$ cat src/rtl/hdlc_rx_fifo_pkg.sv
package hdlc_rx_fifo_pkg;

    // Operation applied to the storage in one cycle.
    typedef enum logic [2:0] {
        OP_NONE = 3'd0,
        OP_PUSH = 3'd1,
        OP_POP  = 3'd2,
        OP_BOTH = 3'd3,
        OP_OVWR = 3'd4,
        OP_DROP = 3'd5
    } fifo_op_e;

endpackage

$ cat src/rtl/hdlc_rx_fifo_ctrl.sv
module hdlc_rx_fifo_ctrl
    import hdlc_rx_fifo_pkg::*;
#(
    parameter int unsigned DEPTH = 16,
    localparam int unsigned PTR_W = $clog2(DEPTH),
    localparam int unsigned CNT_W = $clog2(DEPTH + 1)
) (
    input  logic             clk,
    input  logic             rst_n,
    input  logic             wr_valid,
    input  logic             rd_req,
    input  logic             flag_seen,
    input  logic             transparent,
    input  logic             srst_set,
    input  logic             srst_clr,
    output fifo_op_e         op,
    output logic             wr_en,
    output logic [PTR_W-1:0] wr_addr,
    output logic [PTR_W-1:0] rd_ptr_q,
    output logic [PTR_W-1:0] rd_ptr_d,
    output logic [CNT_W-1:0] cnt_q,
    output logic [CNT_W-1:0] cnt_d,
    output logic             srst_q,
    output logic             empty_rd
);

    localparam logic [PTR_W-1:0] LAST_IDX = PTR_W'(DEPTH - 1);
    localparam logic [CNT_W-1:0] FULL_CNT = CNT_W'(DEPTH);

    typedef struct packed {
        logic [PTR_W-1:0] wr_ptr;
        logic [PTR_W-1:0] rd_ptr;
        logic [CNT_W-1:0] cnt;
        logic             halt;
        logic             srst;
    } ctl_t;

    ctl_t st_d, st_q;

    function automatic logic [PTR_W-1:0] ptr_inc(input logic [PTR_W-1:0] p);
        return (p == LAST_IDX) ? '0 : p + 1'b1;
    endfunction

    function automatic logic [PTR_W-1:0] ptr_dec(input logic [PTR_W-1:0] p);
        return (p == '0) ? LAST_IDX : p - 1'b1;
    endfunction

    logic accept;
    logic can_pop;
    logic is_full;

    always_comb begin
        st_d     = st_q;
        op       = OP_NONE;
        wr_en    = 1'b0;
        wr_addr  = st_q.wr_ptr;
        accept   = wr_valid && !st_q.halt && !st_q.srst;
        can_pop  = rd_req && (st_q.cnt != '0);
        is_full  = (st_q.cnt == FULL_CNT);
        empty_rd = rd_req && (st_q.cnt == '0);

        if (srst_set) begin
            // Drop the contents by moving the read side onto the write side.
            st_d.cnt    = '0;
            st_d.rd_ptr = st_q.wr_ptr;
            st_d.srst   = 1'b1;
        end else begin
            if (can_pop) begin
                st_d.rd_ptr = ptr_inc(st_q.rd_ptr);
                op          = OP_POP;
            end
            if (accept) begin
                if (!is_full || can_pop) begin
                    wr_en       = 1'b1;
                    st_d.wr_ptr = ptr_inc(st_q.wr_ptr);
                    op          = can_pop ? OP_BOTH : OP_PUSH;
                end else if (transparent) begin
                    wr_en   = 1'b1;
                    wr_addr = ptr_dec(st_q.wr_ptr);
                    op      = OP_OVWR;
                end else begin
                    st_d.halt = 1'b1;
                    op        = OP_DROP;
                end
            end
            unique case (op)
                OP_PUSH: st_d.cnt = st_q.cnt + 1'b1;
                OP_POP:  st_d.cnt = st_q.cnt - 1'b1;
                default: st_d.cnt = st_q.cnt;
            endcase
            if (srst_clr || (flag_seen && !transparent)) begin
                st_d.srst = 1'b0;
            end
        end

        if (flag_seen) begin
            st_d.halt = 1'b0;
        end
    end

    always_ff @(posedge clk or negedge rst_n) begin
        if (!rst_n) begin
            st_q <= '0;
        end else begin
            st_q <= st_d;
        end
    end

    assign rd_ptr_q = st_q.rd_ptr;
    assign rd_ptr_d = st_d.rd_ptr;
    assign cnt_q    = st_q.cnt;
    assign cnt_d    = st_d.cnt;
    assign srst_q   = st_q.srst;

endmodule

$ cat src/rtl/hdlc_rx_fifo_mem.sv
module hdlc_rx_fifo_mem #(
    parameter int unsigned DEPTH  = 16,
    parameter int unsigned DATA_W = 8,
    localparam int unsigned PTR_W = $clog2(DEPTH),
    localparam int unsigned ENT_W = DATA_W + 1
) (
    input  logic              clk,
    input  logic              rst_n,
    input  logic              wr_en,
    input  logic [PTR_W-1:0]  wr_addr,
    input  logic [ENT_W-1:0]  wr_word,
    input  logic [PTR_W-1:0]  head_addr,
    input  logic [PTR_W-1:0]  peek_addr,
    output logic [ENT_W-1:0]  head_word,
    output logic [ENT_W-1:0]  peek_word
);

    logic [ENT_W-1:0] ent_d [DEPTH];
    logic [ENT_W-1:0] ent_q [DEPTH];

    for (genvar i = 0; i < DEPTH; i++) begin : g_ent
        always_comb begin
            ent_d[i] = ent_q[i];
            if (wr_en && (wr_addr == PTR_W'(i))) begin
                ent_d[i] = wr_word;
            end
        end

        always_ff @(posedge clk or negedge rst_n) begin
            if (!rst_n) begin
                ent_q[i] <= '0;
            end else begin
                ent_q[i] <= ent_d[i];
            end
        end
    end

    assign head_word = ent_q[head_addr];
    assign peek_word = ent_q[peek_addr];

endmodule

$ cat src/rtl/hdlc_rx_fifo_evt.sv
module hdlc_rx_fifo_evt
    import hdlc_rx_fifo_pkg::*;
#(
    parameter int unsigned DEPTH   = 16,
    parameter int unsigned FILL_HI = 15,
    parameter int unsigned FILL_LO = 5,
    localparam int unsigned PTR_W  = $clog2(DEPTH),
    localparam int unsigned CNT_W  = $clog2(DEPTH + 1)
) (
    input  logic             clk,
    input  logic             rst_n,
    input  logic             fill_sel,
    input  fifo_op_e         op,
    input  logic [CNT_W-1:0] cnt_q,
    input  logic [CNT_W-1:0] cnt_d,
    input  logic             wr_en,
    input  logic [PTR_W-1:0] wr_addr,
    input  logic             wr_eop,
    input  logic [PTR_W-1:0] rd_ptr_d,
    input  logic             peek_eop,
    input  logic             empty_rd,
    output logic             ev_fill,
    output logic             ev_ovfl,
    output logic             ev_eop_wr,
    output logic             ev_eop_rd
);

    localparam logic [CNT_W-1:0] THR_HI = CNT_W'(FILL_HI);
    localparam logic [CNT_W-1:0] THR_LO = CNT_W'(FILL_LO);

    typedef struct packed {
        logic fill;
        logic ovfl;
        logic eop_wr;
        logic eop_rd;
    } evt_t;

    evt_t ev_d, ev_q;

    logic [CNT_W-1:0] thr;
    logic             head_moved;
    logic             new_head_eop;

    always_comb begin
        thr          = fill_sel ? THR_LO : THR_HI;
        head_moved   = (op == OP_POP) || (op == OP_BOTH) ||
                       ((op == OP_PUSH) && (cnt_q == '0));
        new_head_eop = (wr_en && (wr_addr == rd_ptr_d)) ? wr_eop : peek_eop;

        ev_d.fill   = (cnt_q == thr - 1'b1) && (cnt_d == thr);
        ev_d.ovfl   = (op == OP_OVWR) || (op == OP_DROP);
        ev_d.eop_wr = wr_en && wr_eop;
        ev_d.eop_rd = empty_rd || (head_moved && (cnt_d != '0) && new_head_eop);
    end

    always_ff @(posedge clk or negedge rst_n) begin
        if (!rst_n) begin
            ev_q <= '0;
        end else begin
            ev_q <= ev_d;
        end
    end

    assign ev_fill   = ev_q.fill;
    assign ev_ovfl   = ev_q.ovfl;
    assign ev_eop_wr = ev_q.eop_wr;
    assign ev_eop_rd = ev_q.eop_rd;

endmodule

$ cat src/rtl/hdlc_rx_fifo.sv
module hdlc_rx_fifo
    import hdlc_rx_fifo_pkg::*;
#(
    parameter int unsigned DEPTH   = 16,
    parameter int unsigned DATA_W  = 8,
    parameter int unsigned FILL_HI = 15,
    parameter int unsigned FILL_LO = 5
) (
    input  logic              clk,
    input  logic              rst_n,
    input  logic              wr_valid,
    input  logic [DATA_W-1:0] wr_data,
    input  logic              wr_eop,
    input  logic              flag_seen,
    input  logic              transparent,
    input  logic              fill_sel,
    input  logic              srst_set,
    input  logic              srst_clr,
    input  logic              rd_req,
    output logic [DATA_W-1:0] rd_data,
    output logic              rd_eop,
    output logic              empty,
    output logic              full,
    output logic              srst_active,
    output logic              ev_fill,
    output logic              ev_ovfl,
    output logic              ev_eop_wr,
    output logic              ev_eop_rd
);

    localparam int unsigned PTR_W = $clog2(DEPTH);
    localparam int unsigned CNT_W = $clog2(DEPTH + 1);
    localparam int unsigned ENT_W = DATA_W + 1;
    localparam logic [CNT_W-1:0] FULL_CNT = CNT_W'(DEPTH);

    fifo_op_e         op;
    logic             wr_en;
    logic [PTR_W-1:0] wr_addr;
    logic [PTR_W-1:0] rd_ptr_q;
    logic [PTR_W-1:0] rd_ptr_d;
    logic [CNT_W-1:0] cnt_q;
    logic [CNT_W-1:0] cnt_d;
    logic             srst_q;
    logic             empty_rd;
    logic [ENT_W-1:0] head_word;
    logic [ENT_W-1:0] peek_word;

    hdlc_rx_fifo_ctrl #(.DEPTH(DEPTH)) i_ctrl (
        .clk         (clk),
        .rst_n       (rst_n),
        .wr_valid    (wr_valid),
        .rd_req      (rd_req),
        .flag_seen   (flag_seen),
        .transparent (transparent),
        .srst_set    (srst_set),
        .srst_clr    (srst_clr),
        .op          (op),
        .wr_en       (wr_en),
        .wr_addr     (wr_addr),
        .rd_ptr_q    (rd_ptr_q),
        .rd_ptr_d    (rd_ptr_d),
        .cnt_q       (cnt_q),
        .cnt_d       (cnt_d),
        .srst_q      (srst_q),
        .empty_rd    (empty_rd)
    );

    hdlc_rx_fifo_mem #(.DEPTH(DEPTH), .DATA_W(DATA_W)) i_mem (
        .clk       (clk),
        .rst_n     (rst_n),
        .wr_en     (wr_en),
        .wr_addr   (wr_addr),
        .wr_word   ({wr_eop, wr_data}),
        .head_addr (rd_ptr_q),
        .peek_addr (rd_ptr_d),
        .head_word (head_word),
        .peek_word (peek_word)
    );

    hdlc_rx_fifo_evt #(
        .DEPTH   (DEPTH),
        .FILL_HI (FILL_HI),
        .FILL_LO (FILL_LO)
    ) i_evt (
        .clk       (clk),
        .rst_n     (rst_n),
        .fill_sel  (fill_sel),
        .op        (op),
        .cnt_q     (cnt_q),
        .cnt_d     (cnt_d),
        .wr_en     (wr_en),
        .wr_addr   (wr_addr),
        .wr_eop    (wr_eop),
        .rd_ptr_d  (rd_ptr_d),
        .peek_eop  (peek_word[DATA_W]),
        .empty_rd  (empty_rd),
        .ev_fill   (ev_fill),
        .ev_ovfl   (ev_ovfl),
        .ev_eop_wr (ev_eop_wr),
        .ev_eop_rd (ev_eop_rd)
    );

    assign empty       = (cnt_q == '0);
    assign full        = (cnt_q == FULL_CNT);
    assign rd_data     = head_word[DATA_W-1:0];
    assign rd_eop      = !empty && head_word[DATA_W];
    assign srst_active = srst_q;

endmodule

$ cat config.mk
export PLATFORM = sky130hd
export DESIGN_NAME = hdlc_rx_fifo
export DESIGN_NICKNAME = d
export VERILOG_FILES = /design/src/rtl/hdlc_rx_fifo_pkg.sv /design/src/rtl/hdlc_rx_fifo_ctrl.sv /design/src/rtl/hdlc_rx_fifo_mem.sv /design/src/rtl/hdlc_rx_fifo_evt.sv /design/src/rtl/hdlc_rx_fifo.sv
export SDC_FILE = /design/constraint.sdc
export NUM_CORES = 1
export LEC_CHECK = 0
export ABC_AREA = 1
export BUFFER_PORTS_ARGS = -buffer_cell sky130_fd_sc_hd__buf_2
export CAP_MARGIN = 20
export CORE_UTILIZATION = 60
export DETAILED_ROUTE_END_ITERATION = 8
export HOLD_SLACK_MARGIN = 0.06
export PLACE_DENSITY = 0.78
export RECOVER_POWER = 25
export SYNTH_ARGS = -nofsm -noshare
export SYNTH_HDL_FRONTEND = slang
export SYNTH_SLANG_ARGS = --single-unit
$ cat constraint.sdc
create_clock -name clk -period 2.9 [get_ports clk]
set_input_delay 0.145 -clock clk [delete_from_list [all_inputs] [get_ports clk]]
set_output_delay 0.145 -clock clk [all_outputs]
set_load 0.03 [all_outputs]
==> results.json, run 1 <==
{
  "die_width_um": 118,
  "route.detailed.wl_per_inst_um": 16.5,
  "h-tree-depth": 4,
  "synthXorXnorAreaFrac_pct": 0.325,
  "antenna_found_initial": 0,
  "worstSetupStartpointType": "register",
  "ir_drop_mv": 0.861,
  "worst_path_max_delay_cell": "dfrtp_1",
  "drive_above_1_share_pct": 12.2,
  "tritoncts": "yes",
  "crit_chain": "nor2_1, inv_1, a21oi_1, a221oi_1, o21ai_0, nand2_1, buf_2",
  "drc": 0,
  "synth_top_family_by_area": "simple AND/OR/NAND/NOR gates",
  "p_total_mw": 9.64,
  "cts_buffer_depth": 2,
  "track_usage_pct": 31.3,
  "yosys.area_share.simple_pct": 24.7,
  "core_area_mm2": 0.0132,
  "cts_setup_buffers": 0,
  "via_per_inst": 5.80,
  "critPathMaxFanout": 13,
  "min_period_ns": 2.62,
  "clk_pin_slew_ns": 0.06,
  "synth.distinct_cells": 38,
  "grt_pass1_vias": 6653,
  "syn-cell-area_mm2": 0.00807,
  "overflow": 0,
  "worst_slew_pin_slew_ns": 1.89,
  "crit_arrival_ns": 2.48,
  "rsz0062_at_grt": "false",
  "yosysSeqAreaShare_pct": 50.5,
  "clock_sinks": 163,
  "relSlewSlack_pct": -26.3,
  "start_util_pct": 61.2,
  "maxSlewViolCount": 77,
  "place.gp.congestion": 0.903,
  "synthesis.area_per_instance_um2": 8.09,
  "nNetsFinal": 1043,
  "ant_nets": 0,
  "clk_latency_ns": 0.43,
  "post_cts_resized": 0,
  "io_buffers": 33,
  "io_pins": 34,
  "finalSetupTns_ns": 0,
  "postLayoutCoreUtil_pct": 68.2,
  "synth.most_common_cell": "nand2_1",
  "placed_cells": 1171,
  "finalClockSkew_ns": 0.00827,
  "finalNonFillerCells": 1209,
  "status": "complete, but fails checks",
  "antenna_cells": 0,
  "p_leak_nw": 4.28,
  "yosys.area_share.adder_pct": 0.775,
  "setup_viol": 0,
  "hpwl_um": 13000,
  "fin_area_mm2": 0.00899,
  "synth_compound_gate_area_share_pct": 18.3,
  "routed_wl_um": 20000,
  "synth-async-reset-ratio_pct": 100,
  "die_area_mm2": 0.0139,
  "crit_path_max_incr_delay_ns": 0.50,
  "synth_warnings": 0,
  "area_growth_pct": 11.4,
  "synthCells": 998,
  "synth_seq_cells": 163,
  "place_area_mm2": 0.00840,
  "power_density_mw_per_mm2": 1070,
  "syn-num-nets": 1021,
  "clock.fmax_mhz": 381,
  "hold_viol": 0,
  "dr_total_vias": 7013,
  "synth_mux_area_share_pct": 0.248,
  "yosysTopAreaCell": "dfrtp_1",
  "endpoint_kind": "output port",
  "synth_edf_count": 0,
  "synth_top_area_share_pct": 50.5,
  "critPathKind": "reg2out",
  "chipHeight_um": 118,
  "cts_hold_buffers": 6,
  "synth_top_cells_by_count": "nand2_1 (286), dfrtp_1 (163), o21ai_0 (142), o21ai_1 (62), nand3_1 (52)",
  "initialDrtViolationCount": 599,
  "cp.required_ns": 2.76,
  "violations": "capacitance limit, slew limit",
  "drt_pass1_iterations": 6,
  "grt_pass1_wl_um": 34100,
  "cts_root_buffer": "clkbuf_16",
  "finalCritPeriodShare_pct": 90.5,
  "synth_ff_type": "dfrtp_1",
  "drv_cap": 1,
  "num_rows": 42,
  "numCtsBuffers": 17,
  "synthTopCellsByArea": "dfrtp_1 (51%), nand2_1 (13%), o21ai_0 (8.8%)",
  "hp-class": "in2reg",
  "grt_max_degree": 77
}
flip-flops by register name, indices dropped and copies added, names as in the netlist, 4 cells and up:
signal and count:
i_ctrl.cnt_q 5, i_ctrl.rd_ptr_q 4, i_ctrl.st_q 5, i_mem.ent_q 144
worst paths after layout:
| check | start | to | slack (ns) | cells past startpoint |
|---|---|---|---|---|
| max in group asynchronous | rst_n | i_mem.ent_q[18] | 0.87 | 3 |
| max reg2reg | i_ctrl.cnt_q[3] | i_evt.ev_eop_rd | 0.31 | 19 |
| min reg2reg | i_mem.ent_q[58] | i_mem.ent_q[58] | 0.48 | 2 |
| min | transparent | i_ctrl.st_q[1] | 0.11 | 4 |
| min in group asynchronous | rst_n | i_evt.ev_eop_rd | 0.78 | 2 |
| max | i_ctrl.rd_ptr_q[1] | rd_data[3] | 0.28 | 7 |
layout make-up:
cell class	count	area, µm²
Inverter	57	214
Clock buffer	18	439
Timing Repair Buffer	53	348
Multi-Input combinational cell	728	3570
Sequential cell	163	4080
Fill cell	1043	4200
Tap cell	176	220
Clock inverter	14	124
worst max-delay path, delay by kind of cell, from the launching register on:
kind,cells,cell delay [ns]
buf+inv,2,0.64
flops,1,0.50
compound gates,3,0.64
simple gates,2,0.26
power breakdown:
| part | switching (mW) | internal [mW] | leakage (nW) |
|---|---|---|---|
| Sequential | 0.531 | 3.02 | 2.19 |
| Clock | 0.989 | 1.14 | 0.265 |
| Combinational | 2.64 | 1.32 | 1.82 |
cells in the final DEF, fill, tap and decap left out, types with 11 or more instances in the layout:
master | Yosys | routed
a21oi_1 | 31 | 31
a221oi_1 | 11 | 11
buf_2 | 9 | 28
buf_4 | 0 | 11
clkbuf_16 | 0 | 17
dfrtp_1 | 163 | 162
inv_1 | 50 | 50
nand2_1 | 286 | 286
nand2_2 | 21 | 21
nand3_1 | 52 | 52
nor2_1 | 49 | 50
o21ai_0 | 142 | 142
o21ai_1 | 62 | 62
o22ai_1 | 16 | 16
per-layer routing:
layer | wire, µm | GRT usage [%]
met5 | 0 | 0
met2 | 9660 | 51.0
met3 | 1040 | 4.80
met4 | 731 | 15.1
met1 | 8520 | 41.0
per-stage QoR:
step / setup slack (ns) / hold WS (ns)
global placement: 0.434 / 0.215
floorplan: 0.654 / -0.151
detailed placement: 0.343 / 0.216
finish: 0.276 / 0.114
CTS: 0.276 / 0.100
global route: 0.0616 / 0.140
logic make-up (layout without fill, tap and decap cells):
kind of cell / count (synthesis) / count (layout)
and+or+nand+nor: 445 / 445
AOI/OAI and AO/OA: 273 / 273
DFF: 163 / 163
buffers and inverters: 107 / 142
adders and majority gates: 5 / 5
xor gates and xnor gates: 3 / 3
muxes: 2 / 2
No activity file was read; power rests on OpenSTA's default activity.
==> run 2, diff against run 1 <==
--- a/config.mk
+++ b/config.mk
@@ -10,7 +10,7 @@
 export CAP_MARGIN = 20
 export CORE_UTILIZATION = 60
 export DETAILED_ROUTE_END_ITERATION = 8
-export HOLD_SLACK_MARGIN = 0.06
+export HOLD_SLACK_MARGIN = 0.12
 export PLACE_DENSITY = 0.78
 export RECOVER_POWER = 25
 export SYNTH_ARGS = -nofsm -noshare
==> run 2 against run 1 <==
Net effect: the flow still finishes with violations (capacitance limit, slew limit); register-to-register slack hardly changed; sequential power about the same; worst hold slack improved by 0.049 ns; critical path depth is the same; total power about the same; non-clock buffer count increased by 1; wire length increased by 0.40%; clock skew hardly changed; sequential cell count unchanged; utilization rose by 0.076 points; first-iteration DRC count grew 0.83%; largest cell class unchanged.
==> results.json, run 2 (same netlist as run 1, synthesis figures left out) <==
{
  "routed_wl_um": 20000,
  "grt_pass1_vias": 6659,
  "hp-class": "in2reg",
  "via_per_inst": 5.81,
  "nFillCells": 1042,
  "post_cts_resized": 0,
  "grt_pass1_wl_um": 34100,
  "clk_latency_ns": 0.43,
  "antenna_cells": 0,
  "ir_drop_mv": 0.860,
  "io_buffers": 33,
  "maxSlewViolCount": 77,
  "start_util_pct": 61.2,
  "drt_pass1_iterations": 5,
  "drc": 0,
  "finalSetupTns_ns": 0,
  "reg2reg_depth": 19,
  "clk_pin_slew_ns": 0.07,
  "holdPathEnd": "i_ctrl.rd_ptr_q[2]",
  "mostFrequentLayoutCell": "nand2_1",
  "reg2reg_to": "i_evt.ev_eop_rd",
  "place.gp.congestion": 0.903,
  "chipHeight_um": 118,
  "violations": "capacitance limit, slew limit",
  "rsz0062_at_grt": "false",
  "r2r-start": "i_ctrl.cnt_q[3]",
  "critPathKind": "reg2out",
  "finalClockSkew_ns": 0.00800,
  "drv_cap": 1,
  "finalCritPeriodShare_pct": 90.7,
  "num_rows": 42,
  "p_sw_share_pct": 43.2,
  "fin_area_mm2": 0.00900,
  "p_leak_nw": 4.28,
  "seqCellArea_mm2": 0.00408,
  "min_period_ns": 2.63,
  "power_frac_comb_pct": 41.1,
  "numCtsBuffers": 17,
  "power_density_mw_per_mm2": 1070,
  "endpoint_kind": "output port",
  "p_int_mw": 5.48,
  "p_total_mw": 9.65,
  "hp-start": "srst_set",
  "cp.required_ns": 2.76,
  "clkPwrFrac_pct": 22.1,
  "core_area_mm2": 0.0132,
  "grt_max_degree": 77,
  "status": "complete, but fails checks",
  "antenna_found_initial": 0,
  "p_seq_share_pct": 36.8,
  "worstSetupStartpointType": "register",
  "holdPathStages": 3,
  "clock.fmax_mhz": 380,
  "hpwl_um": 13000,
  "setup_viol": 0,
  "p_sw_mw": 4.17,
  "worst_slew_pin_slew_ns": 1.89,
  "die_area_mm2": 0.0139,
  "regMostFlops": "i_mem.ent_q",
  "h-tree-depth": 4,
  "io_pins": 34,
  "overflow": 0,
  "clock_sinks": 163,
  "critPathMaxFanout": 13,
  "largest_reg_flops": 144,
  "dr_total_vias": 7026,
  "r2r_slack_ns": 0.31,
  "crit_arrival_ns": 2.49,
  "cts_buffer_depth": 2,
  "place_area_mm2": 0.00840,
  "drive_above_1_share_pct": 12.2,
  "route.detailed.wl_per_inst_um": 16.6,
  "final_cell_mix": "nand2_1 (286), dfrtp_1 (162), o21ai_0 (142)",
  "initialDrtViolationCount": 604,
  "nNetsFinal": 1044,
  "track_usage_pct": 31.3,
  "placed_cells": 1171,
  "area_growth_pct": 11.5,
  "cts_setup_buffers": 0,
  "tritoncts": "yes",
  "relSlewSlack_pct": -26.2,
  "hold_viol": 0,
  "ant_nets": 0,
  "die_width_um": 118,
  "finalNonFillerCells": 1210,
  "multiInputGateArea_mm2": 0.00357,
  "cts_hold_buffers": 7,
  "cts_root_buffer": "clkbuf_16"
}
run 2: cell count changes in the layout (fill, tap and decap cells not counted), sizes merged:
cell	change
dlygate4sd3	+1
run 2: power by group through the flow:
stage | Combinational (mW) | Sequential [mW] | Clock [mW]
after floorplan | 2.87 | 3.41 | 0
after global placement | 3.84 | 3.54 | 0
after detailed placement | 3.91 | 3.56 | 0
after CTS | 3.94 | 3.54 | 2.16
after global routing | 4.45 | 3.64 | 2.24
final | 3.96 | 3.55 | 2.14
run 2: worst max-delay path by stage:
| stage | slack, ns | end | startpoint | cells after the start |
|---|---|---|---|---|
| 2_1_floorplan | 0.65 | i_evt.ev_eop_rd | i_ctrl.cnt_q[3] | 19 |
| 3_3_place_gp | 0.43 | i_evt.ev_eop_rd | i_ctrl.cnt_q[3] | 19 |
| 3_5_place_dp | 0.34 | i_evt.ev_eop_rd | i_ctrl.cnt_q[3] | 19 |
| 4_1_cts | 0.28 | rd_data[3] | i_ctrl.rd_ptr_q[1] | 7 |
| 5_1_grt | 0.06 | i_evt.ev_eop_rd | i_ctrl.cnt_q[3] | 19 |
| 6_report | 0.27 | rd_data[3] | i_ctrl.rd_ptr_q[1] | 7 |
run 2: layout make-up:
type	count	area share (%)
Sequential cell	163	45.3
Multi-Input combinational cell	728	39.6
Clock buffer	18	4.88
Timing Repair Buffer	54	3.98
Tap cell	176	2.45
Inverter	57	2.38
Clock inverter	14	1.38
run 2: per-layer routing:
layer / up-vias / share of wire, % / wire (µm) / track usage [%]
met2: 247 / 48 / 9640 / 51.0
met1: 3329 / 43 / 8600 / 41.1
li1: 3404 / - / - / -
met3: 46 / 5.2 / 1050 / 4.80
met4: 0 / 3.7 / 733 / 15.1
met5: - / 0 / 0 / 0
run 2: critical path, cell delays in order (launching register included):
cell and delay [ns]:
dfrtp_1 0.50, nor2_1 0.14, inv_1 0.44, a21oi_1 0.09, a221oi_1 0.40, o21ai_0 0.15
nand2_1 0.12, buf_2 0.21
run 2: per-stage QoR:
step | setup slack [ns] | utilization (%) | hold slack (ns)
6_report | 0.269 | 68.2 | 0.164
3_3_place_gp | 0.434 | 63.7 | 0.215
5_1_grt | 0.0616 | 68.2 | 0.183
3_5_place_dp | 0.343 | 63.7 | 0.216
2_1_floorplan | 0.654 | - | -0.151
4_1_cts | 0.276 | 68.5 | 0.131
